==> src/rtl/fs_pkg.sv <==
package fs_pkg;
  localparam int unsigned DIV_W_DEF   = 16;
  localparam int unsigned SYNC_STAGES = 2;
  localparam int unsigned N_REFS      = 2;
  localparam int unsigned SEL_W       = (N_REFS > 1) ? $clog2(N_REFS) : 1;
endpackage

==> src/rtl/fs_ref_sync.sv <==
module fs_ref_sync #(
  parameter int unsigned STAGES = fs_pkg::SYNC_STAGES
) (
  input  logic clk,
  input  logic rst_n,
  input  logic din,
  output logic rise
);
  logic [STAGES:0] chain;

  always_ff @(posedge clk) begin
    if (!rst_n) chain <= '0;
    else        chain <= {chain[STAGES-1:0], din};
  end

  // synchronized level rose since last cycle
  assign rise = chain[STAGES-1] & ~chain[STAGES];
endmodule

==> src/rtl/fs_ref_pick.sv <==
module fs_ref_pick #(
  parameter int unsigned NREF = fs_pkg::N_REFS,
  parameter int unsigned SW   = fs_pkg::SEL_W
) (
  input  logic [NREF-1:0] rises,
  input  logic [SW-1:0]   sel,
  output logic            hit
);
  always_comb begin
    hit = 1'b0;
    for (int i = 0; i < NREF; i++)
      if (sel == SW'(i)) hit = rises[i];
  end
endmodule

==> src/rtl/fs_divider.sv <==
module fs_divider #(
  parameter int unsigned DIV_W = fs_pkg::DIV_W_DEF
) (
  input  logic             clk,
  input  logic             rst_n,
  input  logic             run,
  input  logic             hit,
  input  logic [DIV_W-1:0] ratio,
  output logic             pulse
);
  logic [DIV_W-1:0] cnt;
  logic             armed;
  logic             wrap;

  assign wrap = (cnt == ratio - 1'b1);

  always_ff @(posedge clk) begin
    if (!rst_n || !run) begin
      cnt   <= '0;
      armed <= 1'b0;
      pulse <= 1'b0;
    end else if (hit) begin
      cnt   <= '0;
      armed <= 1'b1;
      pulse <= 1'b1;
    end else if (armed && wrap) begin
      cnt   <= '0;
      pulse <= 1'b1;
    end else if (armed) begin
      cnt   <= cnt + 1'b1;
      pulse <= 1'b0;
    end else begin
      pulse <= 1'b0;
    end
  end
endmodule

==> src/rtl/fs_frame_gen.sv <==
module fs_frame_gen #(
  parameter int unsigned DIV_W = fs_pkg::DIV_W_DEF
) (
  input  logic             clk,
  input  logic             rst_n,
  input  logic             fs_mode_on,
  input  logic             tbl_hi,
  input  logic             ref_pri,
  input  logic             ref_sec,
  input  logic             sec_sel,
  input  logic [DIV_W-1:0] div_ratio,
  output logic             frame_pulse
);
  localparam int unsigned NREF = fs_pkg::N_REFS;

  logic [NREF-1:0] refs_in;
  logic [NREF-1:0] rises;
  logic            run;
  logic            ref_hit;

  assign refs_in = {ref_sec, ref_pri};
  assign run     = fs_mode_on & ~tbl_hi;

  for (genvar g = 0; g < NREF; g++) begin : g_sync
    fs_ref_sync #(.STAGES(fs_pkg::SYNC_STAGES)) u_sync (
      .clk  (clk),
      .rst_n(rst_n),
      .din  (refs_in[g]),
      .rise (rises[g])
    );
  end

  fs_ref_pick #(.NREF(NREF), .SW(fs_pkg::SEL_W)) u_pick (
    .rises(rises),
    .sel  (fs_pkg::SEL_W'(sec_sel)),
    .hit  (ref_hit)
  );

  fs_divider #(.DIV_W(DIV_W)) u_div (
    .clk  (clk),
    .rst_n(rst_n),
    .run  (run),
    .hit  (ref_hit),
    .ratio(div_ratio),
    .pulse(frame_pulse)
  );
endmodule

==> config.mk <==
export PLATFORM = sky130hd
export DESIGN_NAME = fs_frame_gen
export DESIGN_NICKNAME = d
export VERILOG_FILES = /design/src/rtl/fs_pkg.sv /design/src/rtl/fs_ref_sync.sv /design/src/rtl/fs_ref_pick.sv /design/src/rtl/fs_divider.sv /design/src/rtl/fs_frame_gen.sv
export SDC_FILE = /design/constraint.sdc
export NUM_CORES = 1
export LEC_CHECK = 0
export BUFFER_PORTS_ARGS = -buffer_cell sky130_fd_sc_hd__buf_2
export CAP_MARGIN = 20
export CORE_ASPECT_RATIO = 0.75
export CORE_MARGIN = 2
export CORE_UTILIZATION = 57
export DETAILED_ROUTE_END_ITERATION = 7
export GPL_TIMING_DRIVEN = 0
export PLACE_DENSITY = 0.83
export SYNTH_ARGS = -nofsm -noshare
export SYNTH_HDL_FRONTEND = slang
export SYNTH_SLANG_ARGS = --single-unit
==> constraint.sdc <==
create_clock -name clk -period 2.8 [get_ports clk]
set_input_delay 0.14 -clock clk [delete_from_list [all_inputs] [get_ports clk]]
set_output_delay 0.14 -clock clk [all_outputs]
set_load 0.005 [all_outputs]
==> results of run 1 <==
Yosys cell counts, types with 5 or more instances:
| cell type | n |
|---|---|
| nor2_1 | 16 |
| nand3_1 | 5 |
| dfxtp_1 | 24 |
| nor2_2 | 10 |
| inv_1 | 6 |
| nand4_1 | 5 |
| nand2_1 | 12 |
| xnor2_1 | 20 |
| xor2_1 | 18 |
| and2_1 | 9 |
stage by stage:
step / util, % / TNS [ns] / setup slack, ns / cell area [µm²]
finish: 68.9 / 0 / 0.334 / 1860
global route: 68.9 / 0 / 0.146 / 1860
CTS: 68.7 / 0 / 0.175 / 1860
detailed placement: 67.2 / -0.957 / -0.103 / 1820
global placement: 67.2 / -0.0656 / -0.00844 / 1820
floorplan: - / 0 / 0.527 / 1670
cell type report:
class / count / share of cell area (%)
Tap cell: 36 / 2.42
Clock buffer: 3 / 2.22
Sequential cell: 24 / 25.8
Inverter: 6 / 1.21
Timing Repair Buffer: 20 / 5.37
Multi-Input combinational cell: 148 / 59.0
Buffer: 10 / 3.96
critical path, stage by stage, from the launching register on:
cell,delay (ns)
dfxtp_1,0.31
clkbuf_1,0.28
nand4bb_1,0.15
a2111oi_0,0.41
nand2_1,0.13
nor4_2,0.32
nand4_2,0.18
o211ai_4,0.32
buf_8,0.20
nor2_2,0.05
logic make-up (layout without fill, tap and decap cells):
group                    after synthesis  after routing  share of synthesized area (%)
XOR/XNOR                              38             38                           19.9
AO/OA/AOI/OAI                         24             24                           12.5
flip-flops                            24             24                           28.8
AND/OR/NAND/NOR                       83             83                           30.9
buffers and inverters                 16             39                           5.77
multiplexers                           1              1                          0.599
adder cells (fa/ha/maj)                2              2                           1.50
flip-flops by register name, indices dropped and copies added (netlist names):
register	flops
u_div.cnt	16
g_sync.u_sync.chain	6
u_div.armed	1
u_div.pulse	1
worst max path at each step:
| stage | start | endpoint | slack (ns) | cells past startpoint |
|---|---|---|---|---|
| after CTS | div_ratio[0] | u_div.cnt[8]$_SDFFE_PP0P_ | 0.18 | 11 |
| after global placement | div_ratio[0] | u_div.cnt[15]$_SDFFE_PP0P_ | -0.008 | 11 |
| after detailed placement | div_ratio[0] | u_div.cnt[8]$_SDFFE_PP0P_ | -0.10 | 11 |
| after global routing | u_div.cnt[2]$_SDFFE_PP0P_ | u_div.cnt[8]$_SDFFE_PP0P_ | 0.15 | 9 |
| after floorplan | div_ratio[0] | u_div.cnt[5]$_SDFFE_PP0P_ | 0.53 | 10 |
| final | u_div.cnt[2]$_SDFFE_PP0P_ | u_div.cnt[5]$_SDFFE_PP0P_ | 0.33 | 9 |
power groups by stage:
stage               Sequential (mW)  Combinational, mW  Clock (mW)
floorplan                     0.354             0.0618           0
global placement              0.354             0.0899           0
CTS                           0.346             0.0956       0.199
detailed placement            0.354             0.0952           0
global route                  0.346              0.105       0.215
finish                        0.346             0.0968       0.198
routing by layer:
metal / track usage (%) / up-vias / wire [µm]
met5: 0 / - / 0
met4: 3.06 / 0 / 38
met3: 4.63 / 4 / 245
met2: 39.5 / 44 / 1770
met1: 31.6 / 678 / 1600
li1: - / 705 / -
repair_timing:
action	4_1_cts	5_1_grt
hold buffers	0	0
endpoints found under the setup margin	0	10
endpoints found under the hold margin	0	0
resized for setup	0	1
==> metrics.txt, run 1 <==
share of layout cells above drive strength 1=25.1%; Routed WL=3650 µm; largest net degree at the start of global routing=13; Yosys reg bits=24; initial core utilization=61.8%; Clk pwr share=30.9%; Post-DRT Antenna Nets=0; top cells by area, synth=dfxtp_1 29%, xnor2_1 10%, xor2_1 9.4%, nor2_2 3.7%, nor2_1 3.6%; Vias per Instance=5.79; Max Cap Viol=0; power share of the combinational group=approximately 15%; CP required=2.95 ns; total gr overflow=0; total CTS buffers=3; first-pass iteration count of the detailed router=4; area occupied by multi-input gates=~0.0011 mm²; Hold Crit Class=in2reg; FP Rows=16; WHS Endpoint=g_sync[0].u_sync.chain[0]$_SDFF_PN0_; minimum clock period=2.47 ns; worst-path fanout max=10; R2R Path End=u_div.cnt[5]$_SDFFE_PP0P_; Power Dens Cells=about 340 mW/mm²; GRT Util Overall=a little under a quarter; area leader, netlist=dfxtp_1; Reg2Reg Setup Slack=0.33 ns; crit start category=register; Placer Congestion=0.906; P_leak=between 0.6 and 0.7 nW; RR Startpoint=u_div.cnt[2]$_SDFFE_PP0P_; Avg Cell Area, Syn=8.88 µm²; via count=1431; Iter 0 DRT Violations=68; most frequent cells in the layout=24 x dfxtp_1, 21 x buf_2, 20 x xnor2_1, 18 x xor2_1, 16 x nor2_1; Fin Hold WS=0.0790 ns; DR DRC count=0; dpl hpwl=2930 µm; status=complete, no violations; hold path startpoint=ref_pri; register area=between 400 and 500 µm²; Hold Path Stages=2; initial antenna violation count=0; syn nets=between 200 and 250; period utilisation layout=between 80% and 90%; Async SR Flop Fraction=0%; unrepaired setup endpoints after global routing=no; Placed Cells=244; Synth Flop Type=dfxtp_1; Max VDD drop=between 0.2 and 0.3 mV; Pins Over Slew Limit=0; first-pass GRT wire length=6140 µm; DR WL/cell=14.8 µm; Sw Ratio=around a quarter; fillers=208; Worst-Margin Slew=roughly 0.62 ns; synth warn=0; Post-synth EDFFs=0; H-tree depth=1; Final #Nets=238; die width=around 67 µm; Finish-stage setup viols=0; CTS Buffer Depth=2; Netlist Area Pre-Place=around 0.0017 mm²; worst path arrival time=about 2.6 ns; IO Pins=24; CTS tree=yes; Reg clk slew, reported paths=0.08 ns; upper clock frequency limit=406 MHz; CP endpoint kind=register; Seq/Total Area, Yosys=between 20% and 30%; R2R cell count=9; vias in the first global route=1373; Sink Count=24; clock root buffer=clkbuf_8; Clk Latency, worst-skew pair=0.26 ns; Final Hold Vio Count=0; port buffer count=20; Max-slew headroom=58.2%; area grow syn2layout=11.5%; crit path kind=reg2reg; clk_skew=0.00576 ns; most common cell after layout, fill and taps aside=dfxtp_1; Int Pwr=between 0.4 and 0.5 mW; Flop pwr share=between 50% and 60%; Net Sw Power=0.157 mW; Non-Filler Instances=247; core area=between 0.002 and 0.003 mm²; number of diodes=0; Post-CTS Repair Setup Buffers=0; top cell type's share of synthesized area=28.8%; cell count after synthesis=188; Overall Power=~0.64 mW; Distinct cells, synth=50; Die Y=~51 µm; DIE AREA=between 0.003 and 0.004 mm²
No activity file was read; power rests on OpenSTA's default activity.
==> inputs of run 2 (changes only) <==
--- a/config.mk
+++ b/config.mk
@@ -13,6 +13,7 @@
 export DETAILED_ROUTE_END_ITERATION = 7
 export GPL_TIMING_DRIVEN = 0
 export PLACE_DENSITY = 0.83
+export REMOVE_ABC_BUFFERS = 1
 export SYNTH_ARGS = -nofsm -noshare
 export SYNTH_HDL_FRONTEND = slang
 export SYNTH_SLANG_ARGS = --single-unit
==> run 2 against run 1 <==
  * Sequential share of layout area grew 0.40 points
  * Critical path depth grew 1
  * Critical path type is now in2reg
  * Worst hold slack got worse by 0.0027 ns
  * Clock power grew 54%
  * Highest routed layer unchanged
==> metrics.txt, run 2 (same netlist as run 1, synthesis figures left out) <==
upper clock frequency limit=396 MHz (-2.5%); GRT Util Overall=22.7% (-0.60 points); first-pass iteration count of the detailed router=4 (unchanged); Max Cap Viol=0 (unchanged); worst setup margin=0.272 ns (-0.0626 ns); worst-path fanout max=16 (+6); DIE AREA=0.00338 mm² (unchanged); Final Hold Vio Count=0 (unchanged); dpl hpwl=2670 µm (-9.0%); share of layout cells above drive strength 1=24.9% (-0.24 points); crit start category=input pin; initial antenna violation count=0 (unchanged); CTS Buffer Depth=2 (unchanged); Top reg by flops=u_div.cnt; most common cell after layout, fill and taps aside=dfxtp_1; Max VDD drop=0.419 mV (+55%); CTS tree=yes; most frequent cells in the layout=24 x dfxtp_1, 23 x buf_2, 20 x xnor2_1, 18 x xor2_1, 16 x nor2_1; Overall Power=0.741 mW (+16%); vias in the first global route=1350 (-1.7%); IO Pins=24 (unchanged); Vias per Instance=5.58 (-3.7%); Placer Congestion=0.853 (-5.9%); Final #Nets=231 (-2.9%); core area=0.00270 mm² (unchanged); max reg flops=16 (unchanged); Reg clk slew, reported paths=0.08 ns (about the same); Clk Latency, worst-skew pair=0.27 ns (about the same); clock root buffer=clkbuf_8; DR DRC count=0 (unchanged); final core utilization=67.9% (-1.1 points); crit path kind=in2reg; total CTS buffers=3 (unchanged); clk_skew=0.00395 ns (-0.00181 ns); Pins Over Slew Limit=0 (unchanged); Largest regs=u_div.cnt x16, g_sync.u_sync.chain x6; Worst-Margin Slew=0.642 ns (+0.0209 ns); minimum clock period=2.53 ns (+0.0626 ns); area grow syn2layout=9.81%; worst path arrival time=2.66 ns (+0.04 ns); Iter 0 DRT Violations=79 (+16%); die width=66.5 µm (unchanged); Hold Crit Class=in2reg; H-tree depth=1 (unchanged); port buffer count=23 (+15%); FP Rows=16 (unchanged); fillers=206 (-0.96%); initial core utilization=61.8% (unchanged); first-pass GRT wire length=5830 µm (-5.1%); Fin Hold WS=0.0763 ns (-0.00274 ns); status=complete, no violations; DP Worst Slack=-0.261 ns (-0.157 ns); number of diodes=0 (unchanged); Routed WL=3510 µm (-4.1%); CP endpoint kind=register; Sink Count=24 (unchanged); P_leak=0.656 nW (-1.9%); Finish-stage setup viols=0 (unchanged); DR WL/cell=14.5 µm (-1.7%); period utilisation layout=90.3% (+2.2 points); Max-slew headroom=56.8% (-1.4 points); via count=1345 (-6.0%); Power Dens Cells=404 mW/mm² (+18%); CP required=2.93 ns (-0.02 ns); total gr overflow=0 (unchanged); Post-DRT Antenna Nets=0 (unchanged); Die Y=50.9 µm (unchanged); unrepaired setup endpoints after global routing=no; largest net degree at the start of global routing=17 (+4)
## run 2: cell types whose count changed in the layout (fill, tap and decap cells not counted)
cell	previous run	this run
buf_2	21	23
clkbuf_2	1	0
buf_8	1	0
clkbuf_1	4	0
bufinv_16	0	1
buf_6	3	0
## run 2: final timing paths
kind	start	end	slack, ns	depth (start not counted)
max	div_ratio[0]	u_div.cnt[0]$_SDFFE_PP0P_	0.27	10
min	ref_sec	g_sync[1].u_sync.chain[0]$_SDFF_PN0_	0.08	2
max reg2reg	u_div.cnt[2]$_SDFFE_PP0P_	u_div.cnt[0]$_SDFFE_PP0P_	0.30	7
min reg2reg	g_sync[0].u_sync.chain[0]$_SDFF_PN0_	g_sync[0].u_sync.chain[1]$_SDFF_PN0_	0.44	1
## run 2: per-stage QoR
step	cells	area [µm²]	setup TNS, ns
global placement	237	1760	-1.74
global route	241	1830	0
detailed placement	237	1760	-3.39
finish	241	1830	0
floorplan	178	1600	0
CTS	241	1830	0
## run 2: timing repair
item	in CTS	in global routing
buffers inserted	0	0
setup endpoints to repair	1	0
hold buffers	0	0
gates resized for setup	1	0
## run 2: final cells by class
cell class	count	area [µm²]	share of cell area, %
repair buffers	23	115	6.28
multi-input cells	148	1100	60.0
flip-flops and latches	24	480	26.2
well taps	36	45.0	2.46
clock buffers	3	41.3	2.25
clock inverters	1	30.0	1.64
inverters	6	22.5	1.23
## run 2: power breakdown
part | internal (mW) | leakage [nW] | total [mW] | switching, mW
logic | 0.0382 | 0.426 | 0.0907 | 0.0525
clock network | 0.191 | 0.0357 | 0.304 | 0.113
registers | 0.345 | 0.194 | 0.346 | 0.00139
## run 2: critical path, stage by stage
cell and delay [ns]:
buf_2 0.13, inv_1 0.06, ha_1 0.28, or4b_4 0.60, nor3b_2 0.22, o21bai_1 0.09, a41oi_1 0.27, nand4_2 0.17
o211ai_4 0.54, nor2_1 0.15
## run 2: layer usage
layer | up-vias | global-route usage (%) | part of all wire [%]
met5 | - | 0 | 0
met4 | 0 | 10.9 | 2.8
met3 | 11 | 2.86 | 4.1
met2 | 35 | 38.7 | 49
met1 | 614 | 28.5 | 44
li1 | 685 | - | -
==> inputs of run 3 (changes only) <==
--- a/config.mk
+++ b/config.mk
@@ -9,10 +9,12 @@
 export CAP_MARGIN = 20
 export CORE_ASPECT_RATIO = 0.75
 export CORE_MARGIN = 2
-export CORE_UTILIZATION = 57
+export CORE_UTILIZATION = 59
+export CTS_BUF_LIST = sky130_fd_sc_hd__clkbuf_4
 export DETAILED_ROUTE_END_ITERATION = 7
 export GPL_TIMING_DRIVEN = 0
-export PLACE_DENSITY = 0.83
+export PLACE_DENSITY = 0.85
+export RECOVER_POWER = 25
 export REMOVE_ABC_BUFFERS = 1
 export SYNTH_ARGS = -nofsm -noshare
 export SYNTH_HDL_FRONTEND = slang
==> run 3 against run 2 <==
  * Register-to-register slack gained 0.07 ns
  * Clock power is 50% lower
  * Critical path depth shrank 3
  * Worst hold slack worse by 0.058 ns
  * Core utilization shrank 0.21 points
  * Maximum frequency grew 4.0%
  * Final area decreased by 2.5%
  * First-iteration DRC count is 66% higher
  * Clock skew increased by 0.0059 ns
  * Via count rose by 3.5%
  * Power fell by 20%
  * Largest power group unchanged
==> metrics.txt, run 3 (same netlist as run 1, synthesis figures left out) <==
status=complete, no violations; Routed WL=3570 µm (+1.7%); DIE AREA=0.00328 mm² (-3.2%); Clk Latency, worst-skew pair=0.32 ns (+0.05 ns); core area=0.00264 mm² (-2.2%); IO Pins=24 (unchanged); FP Rows=16 (unchanged); most common cell after layout, fill and taps aside=dfxtp_1; DP Worst Slack=-0.159 ns (+0.101 ns); DR DRC count=0 (unchanged); Non-Filler Instances=241 (unchanged); worst setup margin=0.369 ns (+0.0969 ns); period utilisation layout=86.8% (-3.5 points); Max-slew headroom=55.3% (-1.5 points); Final Hold Vio Count=0 (unchanged); max reg flops=16 (unchanged); Iter 0 DRT Violations=131 (+66%); largest net degree at the start of global routing=17 (unchanged); clk_skew=0.00983 ns (+0.00588 ns); Hold Crit Class=in2reg; R2R cell count=7 (unchanged); crit path kind=reg2reg; Fin Hold WS=0.0178 ns (-0.0585 ns); Sum Neg Setup Slack=0 ns (unchanged); Placer Congestion=0.830 (-2.6%); RR Startpoint=u_div.cnt[2]$_SDFFE_PP0P_; first-pass iteration count of the detailed router=4 (unchanged); Placed Cells=237 (unchanged); final instance area=0.00179 mm² (-2.5%); CTS Buffer Depth=2 (unchanged); dpl hpwl=2850 µm (+6.7%); Final #Nets=231 (unchanged); R2R Path End=u_div.cnt[12]$_SDFFE_PP0P_; die width=65.4 µm (-1.6%); worst path arrival time=2.62 ns (-0.04 ns); initial core utilization=63.2% (+1.4 points); Sink Count=24 (unchanged); DR WL/cell=14.8 µm (+1.7%); minimum clock period=2.43 ns (-0.0969 ns); Worst-Margin Slew=0.664 ns (+0.0229 ns); H-tree depth=1 (unchanged); first-pass GRT wire length=6120 µm (+5.0%); CP required=2.99 ns (+0.06 ns); Finish-stage setup viols=0 (unchanged); Post-DRT Antenna Nets=0 (unchanged); port buffer count=23 (unchanged); M2 GR Usage=38.4% (-0.23 points); Max Cap Viol=0 (unchanged); Reg clk slew, reported paths=0.13 ns (+0.05 ns); worst-path fanout max=16 (unchanged); initial antenna violation count=0 (unchanged); CTS tree=yes; unrepaired setup endpoints after global routing=no; global route hottest layer=met2; Post-DP Area=0.00176 mm² (unchanged); Power Dens Cells=330 mW/mm² (-18%); Hold Path Stages=2 (unchanged); Top reg by flops=u_div.cnt; P_leak=0.630 nW (-3.9%); Post-CTS Repair Setup Buffers=0 (unchanged); WHS Endpoint=g_sync[1].u_sync.chain[0]$_SDFF_PN0_; total gr overflow=0 (unchanged); Die Y=50.1 µm (-1.6%); Reg2Reg Setup Slack=0.37 ns (+0.07 ns); number of diodes=0 (unchanged); most frequent cells in the layout=24 x dfxtp_1, 22 x buf_2, 20 x xnor2_1, 18 x xor2_1, 16 x nor2_1; met3 global-route usage=2.97% (+0.10 points); area grow syn2layout=7.04%; Vias per Instance=5.78 (+3.5%); Overall Power=0.590 mW (-20%); final core utilization=67.7% (-0.21 points); Largest regs=u_div.cnt x16, g_sync.u_sync.chain x6; hold path startpoint=ref_sec; clock root buffer=clkbuf_4; cts hold-fix bufs=0 (unchanged); upper clock frequency limit=411 MHz (+4.0%); total CTS buffers=3 (unchanged); GR Util met1=31.6% (+3.1 points); share of layout cells above drive strength 1=23.9% (-0.98 points); Pins Over Slew Limit=0 (unchanged); CP endpoint kind=register; GRT Util Overall=24.0% (+1.3 points); Max VDD drop=0.246 mV (-41%); crit start category=register; vias in the first global route=1333 (-1.3%); via count=1392 (+3.5%)
## run 3: worst max path at each step
| stage | start | end | cells past startpoint | slack, ns |
|---|---|---|---|---|
| CTS | div_ratio[0] | u_div.cnt[12]$_SDFFE_PP0P_ | 10 | 0.18 |
| global placement | div_ratio[0] | u_div.cnt[14]$_SDFFE_PP0P_ | 10 | -0.1 |
| floorplan | div_ratio[0] | u_div.cnt[0]$_SDFFE_PP0P_ | 9 | 0.46 |
| finish | u_div.cnt[2]$_SDFFE_PP0P_ | u_div.cnt[12]$_SDFFE_PP0P_ | 7 | 0.37 |
| global route | u_div.cnt[2]$_SDFFE_PP0P_ | u_div.cnt[11]$_SDFFE_PP0P_ | 7 | 0.14 |
| detailed placement | div_ratio[0] | u_div.cnt[11]$_SDFFE_PP0P_ | 10 | -0.16 |
## run 3: final cells by class
type | count | area [µm²]
sequential | 24 | 480
multi-input combinational | 148 | 1100
clock buffer | 3 | 22.5
timing repair buffer | 23 | 114
tap | 36 | 45.0
fill | 218 | 855
clock inverter | 1 | 3.75
inverter | 6 | 22.5
## run 3: where the power goes
group	internal [mW]	switching, mW
registers	0.345	0.00143
logic	0.0379	0.0522
clock network	0.0523	0.101
## run 3: repair_timing
action,in CTS,in global routing
endpoints found under the setup margin,0,16
endpoints found under the hold margin,0,0
gates resized for setup,0,1
## run 3: worst max-delay path: stages, from the launching register on
cell       delay (ns)
dfxtp_1          0.49
nand4bb_1        0.13
a2111oi_0        0.42
nand2_1          0.12
nor4_2           0.32
nand4_2          0.18
o211ai_4         0.53
nor2_1           0.11
## run 3: metal layers
layer  wire (µm)  part of all wire [%]
met5           0                     0
met4         132                   3.7
met2        1690                    47
met3         158                   4.4
met1        1590                    45
